<file path="src/rtl/lcdseq_pkg.sv">
package lcdseq_pkg;

   typedef enum logic [1:0] {K_WR, K_CV, K_DLY, K_END} kind_e;
   typedef enum logic [1:0] {S_UP, S_FAST, S_DOWN} seq_e;
   typedef enum logic [1:0] {D_VDD, D_GATE, D_SETTLE, D_SUSP} dly_e;

   typedef struct packed {
      kind_e      kind;
      logic [7:0] word;
      dly_e       dly;
      logic [4:0] cv_base;
   } step_t;

   // register addresses decoded by the timing controller
   localparam logic [2:0] A_RES   = 3'd0;
   localparam logic [2:0] A_PHASE = 3'd1;
   localparam logic [2:0] A_PWR0  = 3'd3;
   localparam logic [2:0] A_PWR1  = 3'd4;
   localparam logic [2:0] A_PORT  = 3'd6;
   localparam logic [2:0] A_POL   = 3'd7;

   // power0 data bits
   localparam logic [4:0] P0_CLK  = 5'h01;
   localparam logic [4:0] P0_DOUT = 5'h02;
   localparam logic [4:0] P0_DAC  = 5'h04;
   localparam logic [4:0] P0_COM  = 5'h08;
   localparam logic [4:0] P0_VCC5 = 5'h10;
   // power1 data bits
   localparam logic [4:0] P1_VW   = 5'h01;
   localparam logic [4:0] P1_GNEG = 5'h02;
   localparam logic [4:0] P1_VDD  = 5'h04;
   // port-control data bits
   localparam logic [4:0] PC_INIT   = 5'h01;
   localparam logic [4:0] PC_INIOFF = 5'h02;
   localparam logic [4:0] PC_PDWN   = 5'h04;
   localparam logic [4:0] PC_COMOFF = 5'h08;
   localparam logic [4:0] PC_DACOFF = 5'h10;

   function automatic step_t st_wr(input logic [2:0] a, input logic [4:0] d);
      st_wr = '{kind: K_WR, word: {a, d}, dly: D_VDD, cv_base: 5'd0};
   endfunction

   function automatic step_t st_dly(input dly_e s);
      st_dly = '{kind: K_DLY, word: 8'd0, dly: s, cv_base: 5'd0};
   endfunction

   function automatic step_t st_cv(input logic [4:0] base);
      st_cv = '{kind: K_CV, word: 8'd0, dly: D_VDD, cv_base: base};
   endfunction

   function automatic step_t st_end();
      st_end = '{kind: K_END, word: 8'd0, dly: D_VDD, cv_base: 5'd0};
   endfunction

endpackage

</file>
<file path="src/rtl/lcdseq_req.sv">
module lcdseq_req #(
   parameter int MODE_W = 11
) (
   input  logic              clk,
   input  logic              rst_n,
   input  logic              init_req,
   input  logic [MODE_W-1:0] init_lines,
   input  logic              suspend_req,
   input  logic              take_init,
   input  logic              take_susp,
   output logic              init_pend,
   output logic              susp_pend,
   output logic [MODE_W-1:0] pend_lines
);

   initial assert (MODE_W >= 10) else $error("MODE_W too small for 640 lines");

   always_ff @(posedge clk) begin
      if (!rst_n) begin
         init_pend  <= 1'b0;
         susp_pend  <= 1'b0;
         pend_lines <= '0;
      end else begin
         if (init_req) begin
            init_pend  <= 1'b1;
            pend_lines <= init_lines;
         end else if (take_init) begin
            init_pend  <= 1'b0;
         end
         if (suspend_req)    susp_pend <= 1'b1;
         else if (take_susp) susp_pend <= 1'b0;
      end
   end

   // a request is never lost, even when it meets a take in the same cycle
   assert_init_held_R9: assert property (@(posedge clk) disable iff (!rst_n)
      init_req |=> init_pend);
   assert_susp_held_R9: assert property (@(posedge clk) disable iff (!rst_n)
      suspend_req |=> susp_pend);

endmodule

</file>
<file path="src/rtl/lcdseq_table.sv">
module lcdseq_table
   import lcdseq_pkg::*;
#(
   parameter int IDX_W = 5
) (
   input  seq_e             seq,
   input  logic [IDX_W-1:0] idx,
   input  logic [4:0]       phase_dat,
   input  logic [4:0]       res_dat,
   output step_t            step
);

   initial assert (IDX_W >= 5) else $error("IDX_W cannot index the power-up series");

   always_comb begin
      step = st_end();
      unique case (seq)
         S_UP: begin
            case (idx)
               IDX_W'(0):  step = st_wr(A_PORT, PC_INIT | PC_INIOFF | PC_PDWN | PC_COMOFF | PC_DACOFF);
               IDX_W'(1):  step = st_wr(A_PWR0, P0_CLK | P0_DOUT);
               IDX_W'(2):  step = st_wr(A_PWR1, 5'h00);
               IDX_W'(3):  step = st_wr(A_PWR1, P1_VDD);
               IDX_W'(4):  step = st_dly(D_VDD);
               IDX_W'(5):  step = st_wr(A_PWR0, P0_CLK | P0_DOUT | P0_DAC);
               IDX_W'(6):  step = st_wr(A_PORT, PC_INIT | PC_COMOFF);
               IDX_W'(7):  step = st_cv(P0_DAC);
               IDX_W'(8):  step = st_wr(A_PWR0, P0_CLK | P0_DOUT | P0_DAC | P0_VCC5);
               IDX_W'(9):  step = st_wr(A_PWR1, P1_GNEG | P1_VDD);
               IDX_W'(10): step = st_dly(D_GATE);
               IDX_W'(11): step = st_wr(A_PORT, PC_INIT);
               IDX_W'(12): step = st_wr(A_PWR0, P0_CLK | P0_DOUT | P0_DAC | P0_COM | P0_VCC5);
               IDX_W'(13): step = st_wr(A_PWR1, P1_VW | P1_GNEG | P1_VDD);
               IDX_W'(14): step = st_wr(A_PORT, 5'h00);
               IDX_W'(15): step = st_wr(A_PHASE, phase_dat);
               IDX_W'(16): step = st_wr(A_POL, 5'h00);
               IDX_W'(17): step = st_dly(D_SETTLE);
               IDX_W'(18): step = st_wr(A_RES, res_dat);
               default:    step = st_end();
            endcase
         end
         S_FAST: begin
            case (idx)
               IDX_W'(0): step = st_wr(A_PHASE, phase_dat);
               IDX_W'(1): step = st_wr(A_RES, res_dat);
               default:   step = st_end();
            endcase
         end
         default: begin
            case (idx)
               IDX_W'(0): step = st_dly(D_SUSP);
               IDX_W'(1): step = st_wr(A_PWR1, P1_GNEG | P1_VDD);
               IDX_W'(2): step = st_wr(A_PORT, PC_COMOFF);
               IDX_W'(3): step = st_wr(A_PWR0, P0_DAC | P0_VCC5);
               IDX_W'(4): step = st_cv(P0_DAC | P0_VCC5);
               IDX_W'(5): step = st_wr(A_PWR1, P1_VDD);
               IDX_W'(6): step = st_wr(A_PWR0, P0_VCC5 & 5'h00 | P0_DAC);
               IDX_W'(7): step = st_wr(A_PORT, PC_INIOFF | PC_DACOFF | PC_PDWN | PC_COMOFF);
               IDX_W'(8): step = st_wr(A_PWR0, 5'h00);
               IDX_W'(9): step = st_wr(A_PWR1, 5'h00);
               default:   step = st_end();
            endcase
         end
      endcase
   end

endmodule

</file>
<file path="src/rtl/lcdseq_msdelay.sv">
module lcdseq_msdelay
   import lcdseq_pkg::*;
#(
   parameter int VDD_MS    = 3,
   parameter int GATE_MS   = 2,
   parameter int SETTLE_MS = 1,
   parameter int SUSP_MS   = 34
) (
   input  logic clk,
   input  logic rst_n,
   input  logic active,
   input  dly_e sel,
   input  logic ms_tick,
   output logic done
);

   localparam int MAX_A  = (VDD_MS > GATE_MS) ? VDD_MS : GATE_MS;
   localparam int MAX_B  = (SETTLE_MS > SUSP_MS) ? SETTLE_MS : SUSP_MS;
   localparam int MAX_MS = (MAX_A > MAX_B) ? MAX_A : MAX_B;
   localparam int CNT_W  = $clog2(MAX_MS + 1);

   initial assert (VDD_MS > 0 && GATE_MS > 0 && SETTLE_MS > 0 && SUSP_MS > 0)
      else $error("every wait must be at least one tick");

   logic [CNT_W-1:0] cnt;
   logic [CNT_W-1:0] target;

   always_comb begin
      unique case (sel)
         D_VDD:    target = CNT_W'(VDD_MS);
         D_GATE:   target = CNT_W'(GATE_MS);
         D_SETTLE: target = CNT_W'(SETTLE_MS);
         default:  target = CNT_W'(SUSP_MS);
      endcase
   end

   assign done = active && ms_tick && (cnt == target - CNT_W'(1));

   always_ff @(posedge clk) begin
      if (!rst_n)                cnt <= '0;
      else if (!active || done)  cnt <= '0;
      else if (ms_tick)          cnt <= cnt + CNT_W'(1);
   end

   // the tick count of a wait never runs past its target
   assert_wait_bound_R3: assert property (@(posedge clk) disable iff (!rst_n)
      active |-> cnt < target);
   // a wait ends only on a tick
   assert_wait_on_tick_R3: assert property (@(posedge clk) disable iff (!rst_n)
      active && !ms_tick |=> cnt == $past(cnt) || !$past(active));

endmodule

</file>
<file path="src/rtl/lcd_pwr_seq.sv">
module lcd_pwr_seq
   import lcdseq_pkg::*;
#(
   parameter int MODE_W      = 11,
   parameter int PH_W        = 4,
   parameter int CV_W        = 8,
   parameter int IDX_W       = 5,
   parameter int N_VGA       = 2,
   parameter logic [N_VGA*MODE_W-1:0] VGA_LINES = {MODE_W'(640), MODE_W'(480)},
   parameter int PHASE_QVGA  = 9,
   parameter int COMV_DEFAULT = 125,
   parameter int VDD_MS      = 3,
   parameter int GATE_MS     = 2,
   parameter int SETTLE_MS   = 1,
   parameter int SUSP_MS     = 34
) (
   input  logic              clk,
   input  logic              rst_n,
   input  logic              init_req,
   input  logic [MODE_W-1:0] init_lines,
   input  logic              suspend_req,
   input  logic              phase_valid,
   input  logic [PH_W-1:0]   phase_set,
   input  logic              comv_valid,
   input  logic [CV_W-1:0]   comv_set,
   input  logic              ms_tick,
   output logic              wr_valid,
   input  logic              wr_ready,
   output logic [7:0]        wr_data,
   output logic              comv_req,
   input  logic              comv_done,
   output logic [CV_W-1:0]   comv_level,
   output logic [4:0]        comv_base,
   output logic              busy,
   output logic              panel_on
);

   initial assert (PH_W == 4) else $error("phase field holds exactly four bits");
   initial assert (PHASE_QVGA >= 0 && PHASE_QVGA < 16) else $error("PHASE_QVGA out of range");
   initial assert (COMV_DEFAULT < (1 << CV_W)) else $error("COMV_DEFAULT too wide");
   initial assert (N_VGA >= 1) else $error("need at least one full-resolution line count");

   typedef enum logic {ST_IDLE, ST_RUN} state_e;

   state_e           state;
   seq_e             seq;
   logic [IDX_W-1:0] idx;
   logic [4:0]       phase_dat;
   logic [4:0]       res_dat;
   logic [CV_W-1:0]  cv_level;
   step_t            step;
   logic             dly_done;
   logic             init_pend, susp_pend;
   logic [MODE_W-1:0] pend_lines;
   logic             take_init, take_susp;
   logic [N_VGA-1:0] vga_hit;
   logic             is_vga;

   // full-resolution line counts, one comparator per entry
   for (genvar g = 0; g < N_VGA; g++) begin : g_vga
      assign vga_hit[g] = (pend_lines == VGA_LINES[g*MODE_W +: MODE_W]);
   end
   assign is_vga = |vga_hit;

   assign take_susp = (state == ST_IDLE) && susp_pend;
   assign take_init = (state == ST_IDLE) && !susp_pend && init_pend;

   lcdseq_req #(.MODE_W(MODE_W)) i_req (
      .clk, .rst_n, .init_req, .init_lines, .suspend_req,
      .take_init, .take_susp, .init_pend, .susp_pend, .pend_lines
   );

   lcdseq_table #(.IDX_W(IDX_W)) i_table (
      .seq, .idx, .phase_dat, .res_dat, .step
   );

   lcdseq_msdelay #(
      .VDD_MS(VDD_MS), .GATE_MS(GATE_MS), .SETTLE_MS(SETTLE_MS), .SUSP_MS(SUSP_MS)
   ) i_delay (
      .clk, .rst_n,
      .active  (state == ST_RUN && step.kind == K_DLY),
      .sel     (step.dly),
      .ms_tick,
      .done    (dly_done)
   );

   always_ff @(posedge clk) begin
      if (!rst_n) begin
         state     <= ST_IDLE;
         seq       <= S_UP;
         idx       <= '0;
         phase_dat <= 5'd0;
         res_dat   <= 5'd0;
         cv_level  <= '0;
         panel_on  <= 1'b0;
      end else begin
         unique case (state)
            ST_IDLE: begin
               idx <= '0;
               if (take_susp) begin
                  seq      <= S_DOWN;
                  cv_level <= '0;
                  state    <= ST_RUN;
               end else if (take_init) begin
                  seq       <= panel_on ? S_FAST : S_UP;
                  phase_dat <= !is_vga     ? {4'(PHASE_QVGA), 1'b1} :
                               phase_valid ? {phase_set, 1'b1} : 5'd1;
                  res_dat   <= is_vga ? 5'd0 : 5'd1;
                  cv_level  <= comv_valid ? comv_set : CV_W'(COMV_DEFAULT);
                  state     <= ST_RUN;
               end
            end
            default: begin
               unique case (step.kind)
                  K_WR:    if (wr_ready)  idx <= idx + IDX_W'(1);
                  K_CV:    if (comv_done) idx <= idx + IDX_W'(1);
                  K_DLY:   if (dly_done)  idx <= idx + IDX_W'(1);
                  default: begin
                     state    <= ST_IDLE;
                     panel_on <= (seq != S_DOWN);
                  end
               endcase
            end
         endcase
      end
   end

   assign busy       = (state == ST_RUN);
   assign wr_valid   = busy && step.kind == K_WR;
   assign wr_data    = step.word;
   assign comv_req   = busy && step.kind == K_CV;
   assign comv_level = cv_level;
   assign comv_base  = step.cv_base;

   assert_word_hold_R1: assert property (@(posedge clk) disable iff (!rst_n)
      wr_valid && !wr_ready |=> wr_valid && $stable(wr_data));
   assert_cv_hold_R4: assert property (@(posedge clk) disable iff (!rst_n)
      comv_req && !comv_done |=> comv_req && $stable(comv_level) && $stable(comv_base));
   assert_cv_excl_R4: assert property (@(posedge clk) disable iff (!rst_n)
      !(wr_valid && comv_req));
   assert_idle_quiet_R10: assert property (@(posedge clk) disable iff (!rst_n)
      !busy |-> !wr_valid && !comv_req);
   assert_flag_at_end_R8: assert property (@(posedge clk) disable iff (!rst_n)
      panel_on != $past(panel_on) |-> !busy && $past(busy));

endmodule

</file>
<file path="config.mk">
export PLATFORM = sky130hd
export DESIGN_NAME = lcd_pwr_seq
export DESIGN_NICKNAME = d
export VERILOG_FILES = /design/src/rtl/lcdseq_pkg.sv /design/src/rtl/lcdseq_req.sv /design/src/rtl/lcdseq_table.sv /design/src/rtl/lcdseq_msdelay.sv /design/src/rtl/lcd_pwr_seq.sv
export SDC_FILE = /design/constraint.sdc
export NUM_CORES = 1
export LEC_CHECK = 0
export ABC_AREA = 0
export BUFFER_PORTS_ARGS = -buffer_cell sky130_fd_sc_hd__buf_2
export CAP_MARGIN = 10
export CORE_ASPECT_RATIO = 0.8
export CORE_MARGIN = 3
export CORE_UTILIZATION = 55
export CTS_CLUSTER_DIAMETER = 60
export DETAILED_ROUTE_END_ITERATION = 10
export PLACE_DENSITY = 0.84
export SLEW_MARGIN = 20
export SYNTH_ARGS = -nofsm -noshare
export SYNTH_HDL_FRONTEND = slang
export SYNTH_SLANG_ARGS = --single-unit
</file>
<file path="constraint.sdc">
create_clock -name clk -period 5 [get_ports clk]
set_clock_uncertainty 0.1 [all_clocks]
set_input_delay 0.5 -clock clk [delete_from_list [all_inputs] [get_ports clk]]
set_output_delay 0.5 -clock clk [all_outputs]
set_load 0.005 [all_outputs]
</file>
# Yosys cells after proc, flatten, opt, wreduce, memory -nomap -nowiden
# Memories as Yosys holds them, arrays and structs flattened. A register that Yosys moved wholly into a read port is not among the register bits.
# Index checks and enable logic that the tools add are counted.
# W data, S select, Z words.
[totals]
ff_bits = 46
latchBits = 0
mem_bits_rw = 0
rom_bits = 208
out_inout_bits = 25
elab_cells = 104
memories = 1
[op_classes]
add_sub_neg = 3
mul = 0
div_mod_pow = 0
order_cmp = 0
n_eq_ne = 30
n_shift = 0
muxes = 28
n_bitwise = 4
reduce_logical = 27
[mem_list]
columns = ["name", "words", "width", "rd", "rd_ports_with_merged_regs", "wr", "line_no", "source"]
rows = [
  ["(name not given)", 16, 13, 1, 1, 0, "lcdseq_table.sv:50", "case (idx)"],
]
[ops]
columns = ["op", "n"]
rows = [
  ["$pmux W17 S19", 1],
  ["$pmux W17 S2", 2],
  ["$eq A5 B4 Y1 const B", 8],
  ["$mux W5", 5],
  ["$mux W8", 3],
  ["$eq A5 B3 Y1 const B", 4],
  ["$pmux W6 S3", 1],
  ["$mux W17", 1],
  ["$eq A5 B5 Y1 const B", 3],
  ["$pmux W5 S3", 1],
  ["$eq A11 B10 Y1 const B", 1],
  ["$eq A11 B9 Y1 const B", 1],
  ["$eq A5 B2 Y1 const B", 2],
  ["$mux W1", 10],
  ["$logic_and A1 B1 Y1", 8],
  ["$mux W4", 2],
  ["$add A6 B1 Y6 const B", 1],
  ["$eq A2 B1 Y1 const B", 3],
  ["$eq A6 B6 Y1", 1],
  ["$logic_not A2 Y1", 3],
  ["$ne A2 B2 Y1 const B", 3],
  ["$reduce_and A2 Y1", 3],
  ["$reduce_bool A2 Y1", 3],
  ["$sub A6 B1 Y6 const B", 1],
  ["14 further kinds", 21],
]

# Logic depth before layout (Yosys ltp)
[logic_depth]
word_depth = 12
ltp_mapped = 16

# Modules after synthesis
# A second synthesis with hierarchy kept.
[unflattened]
cells_unflattened = 337
hier_area_um2 = 2757.6
[by_module_without_submodules]
columns = ["mod", "n_inst", "cells_each", "area_each_um2", "seq_area_each_um2"]
rows = [
  ["lcd_pwr_seq", 1, 116, 1027.2, 460.4],
  ["lcdseq_table", 1, 145, 927.1, 0.0],
  ["lcdseq_req", 1, 41, 481.7, 260.2],
  ["lcdseq_msdelay", 1, 35, 321.6, 120.1],
]

# Worst setup path after synthesis
# OpenSTA, ideal clock, no wires.
[synth_timing]
path_kind = "register to register"
startpoint = "register idx[0]"
endpoint = "register (tool-made name)"
setup_ns = 0.115
t_arrival_ns = 3.293
required_ns = 4.785
slack_ns = 1.493
stages_incl_launch_ff = 15
path_buffers = 1
synth_period_minus_slack_ns = 3.507
cell_sequence = "dfxtp_1 -> inv_1 -> ha_1 -> bufbuf_16 -> nor2_1 -> o21ai_0 -> a311oi_4 -> a31o_2 -> a211oi_2 -> nor2_2 -> mux2i_1 -> inv_1 -> ha_1 -> mux2_4 -> o21a_1"
[synth_rtl]
columns = ["item", "line_no", "source"]
rows = [
  ["start: declaration", "lcd_pwr_seq.sv:47", "logic [IDX_W-1:0] idx;"],
  ["start signal: assignment", "lcd_pwr_seq.sv:115", "K_WR: if (wr_ready) idx <= idx + IDX_W'(1);"],
  ["start signal: assignment", "lcd_pwr_seq.sv:116", "K_CV: if (comv_done) idx <= idx + IDX_W'(1);"],
  ["start signal: assignment", "lcd_pwr_seq.sv:117", "K_DLY: if (dly_done) idx <= idx + IDX_W'(1);"],
]

==> results.tsv <==
stage	metric	value	unit
synthesis	syn_area_per_cell	8.90	sq um
min_path	min-delay-start	phase_set[0]	
sta	fin_crit	4190	ps
placement	place_hpwl	5.44	mm
floorplanning	die_w	90.0	um
sta	maxSlewHeadroom	40.6	%
synthesis	ys_ff_latch	53	
sta	worst_slack	813	ps
clock_network	cts_buffers	5	
sta	tns	0	ps
sta	setup_violations	0	
flow_run	drv_cap	0	
power	power.total	0.910	mW
clock_network	cts_sinks	53	
grt	grt_max_degree	34	
floorplanning	rows	23	
worst_setup_path	critPathKind	reg -> reg	
synthesis	synth-edff-count	0	
layout	fin_util	64.9	%
synthesis	synth_area	3110	sq um
grt	grt_antenna_before_repair	0	
route	via_count	2704	
floorplanning	fp.dieH	73.2	um
placement	io_buffers	53	
worst_setup_path	required	5120	ps
route	drtIter0Drc	249	
synthesis	synth_cell_types	71	
sta	rsz0062_at_grt	no	
synthesis	ys_async_sr_fraction	0	%
clock_network	root_buffer	clkbuf_8	
clock_network	cts_resized	0	
placement	pre_cts_slack	910	ps
min_path	holdPathEnd	phase_dat[1]$_SDFFE_PN0P_	
clock_network	cts_tree	yes	
clock_network	ctsHoldBuffers	0	
route	final_antenna_net_count	0	
layout	drive_above_1_share	21.1	%
worst_setup_path	critPathMaxFanout	17	
layout	n_antenna_cell	0	
placement	placedInstanceArea	3300	sq um
clock_network	post_cts_buffers	0	
floorplanning	io_pins	57	
floorplanning	dieArea	6590	sq um
synthesis	seq_area_frac_synth	34.2	%
route	first_pass_iters	5	
clock_network	path_clk_slew	100	ps
layout	fillers	451	
grt	overflow	0	
synthesis	synth_flop_cell	dfxtp_1	
sta	tightest_slew	889	ps
worst_setup_path	critPathLaunchType	register	
worst_setup_path	ff2ff_path_depth	13	
power	p_per_area	268	nW/um^2
synthesis	netlist_instances	349	
floorplanning	core-area	5240	sq um
layout	area_growth_syn_to_layout	9.47	%
worst_setup_path	cp-end-kind	register	
clock_network	cts_buffer_depth	2	
route	drc	0	
layout	nNetsFinal	431	
placement	place_congestion	0.878	
clock_network	htreeDepth	2	
run_status	outcome	finished, final reports clean	
floorplanning	initial_core_util	59.3	%
sta	finalMaxSlewViolations	0	
worst_setup_path	reg2reg_from	idx[0]$_SDFFE_PN0P_	
route	routed_wl	7.48	mm
sta	min_period_over_period	83.7	%
power	worst_ir_drop_vdd	0.000170	V
sta	max_freq	239	MHz
power	p_leak	1.42	nW
worst_setup_path	cp.arrival	4310	ps
layout	final_cell_area	3400	sq um
min_path	holdPathStages	3	
synthesis	yosys_warnings	0	
worst_setup_path	r2r_slack	810	ps
clock_network	insertion_delay	320	ps
grt	grtUsageTotal	22.9	%
route	avgRoutedWirePerCell	16.1	um
route	drt-vias-per-instance	5.83	
grt	grt_pass1_wl	12.1	mm
sta	final-hold-violation-count	0	
grt	grt_pass1_vias	2523	
min_path	hold_class	in -> reg	
==> cell usage after synthesis (all sizes together) (5+ instances only) <==
master / number / area (sq um)
a21boi: 10 / 86.3
a21oi: 13 / 65.1
a22oi: 7 / 52.6
a31oi: 7 / 43.8
buf: 9 / 68.8
clkbuf: 14 / 73.8
dfxtp: 53 / 1060
ha: 11 / 138
inv: 13 / 48.8
mux2i: 23 / 234
nand2: 25 / 93.8
nor2: 34 / 130
nor2b: 24 / 150
nor3: 6 / 35.0
o21ai: 22 / 110
xnor2: 5 / 43.8
==> critical path: stages (launching register included) <==
cell	delay, ps
dfxtp_1	390
inv_1	130
ha_1	530
and3b_2	290
nor4_4	330
nand2_1	200
a31oi_1	260
a21oi_1	190
nor2_2	370
mux2i_1	420
inv_1	150
ha_1	310
mux2_4	250
o21a_1	170
==> how the worst max path moves through the flow <==
stage / startpoint / endpoint / slack [ps] / depth (start not counted)
3_5_place_dp: idx[0]$_SDFFE_PN0P_ / register / 910 / 13
6_report: idx[0]$_SDFFE_PN0P_ / register / 810 / 13
3_3_place_gp: idx[0]$_SDFFE_PN0P_ / register / 1200 / 13
4_1_cts: idx[0]$_SDFFE_PN0P_ / register / 890 / 13
5_1_grt: idx[0]$_SDFFE_PN0P_ / register / 600 / 14
2_1_floorplan: idx[0]$_SDFFE_PN0P_ / register / 1490 / 14
==> layer usage <==
layer	GRT usage, %	part of all wire, %	up-vias
li1	-	-	1309
met1	30.7	46	1265
met2	36.9	45	115
met3	4.74	7.6	15
met4	8.66	1.9	0
met5	0	0	-
==> cell type report <==
class                      instances  area [sq um]  share of cell area, %
tap                               75          93.8                   2.76
inverter                          13          48.8                   1.44
clock inverter                     3          26.3                  0.773
timing repair buffer              54           273                   8.02
sequential                        53          1060                   31.2
clock buffer                       5          68.8                   2.02
multi-input combinational        261          1830                   53.8
==> per-stage QoR <==
stage          cells  hold slack (ps)
2_1_floorplan    351              341
3_3_place_gp     456              348
3_5_place_dp     456              361
4_1_cts          464              321
5_1_grt          464              347
6_report         464              332
==> report_power, final <==
group	switching (mW)	leakage, nW	internal (mW)	total (mW)
sequential	0.0193	0.432	0.442	0.461
clock	0.153	0.0423	0.102	0.255
combinational	0.110	0.944	0.0844	0.194
==> cell families (layout without fill, tap and decap cells) <==
logic type	count (synthesis)	in the layout	synth area share, %
AND/OR/NAND/NOR	127	127	23.2
AO/OA/AOI/OAI	88	88	20.6
flip-flops	53	53	34.2
buffers and inverters	37	75	7.21
multiplexers	24	24	8.02
adder cells (fa/ha/maj)	11	11	4.43
XOR/XNOR	8	8	2.26
other	1	3	0.121
==> cells in the final DEF, fill, tap and decap left out, types with 2 or more instances in the layout <==
cell type and instances:
a211oi_1 2, a21boi_0 9, a21oi_1 13, a22o_1 2
a22oi_1 7, a31o_2 2, a31oi_1 7, a32oi_1 2
and2_1 3, and4b_1 2, and4bb_2 3, buf_2 53
clkbuf_8 5, clkinvlp_4 2, conb_1 3, dfxtp_1 53
ha_1 11, inv_1 13, mux2i_1 22, nand2_1 25
nand2b_1 3, nand3_1 4, nand4_1 2, nor2_1 33
nor2b_1 24, nor3_1 5, nor3b_1 4, nor4_1 2
nor4b_1 3, o211ai_1 2, o21a_1 4, o21ai_0 22
xnor2_1 5, xor2_1 3
Note: power is estimated with default switching activity, not from simulation.
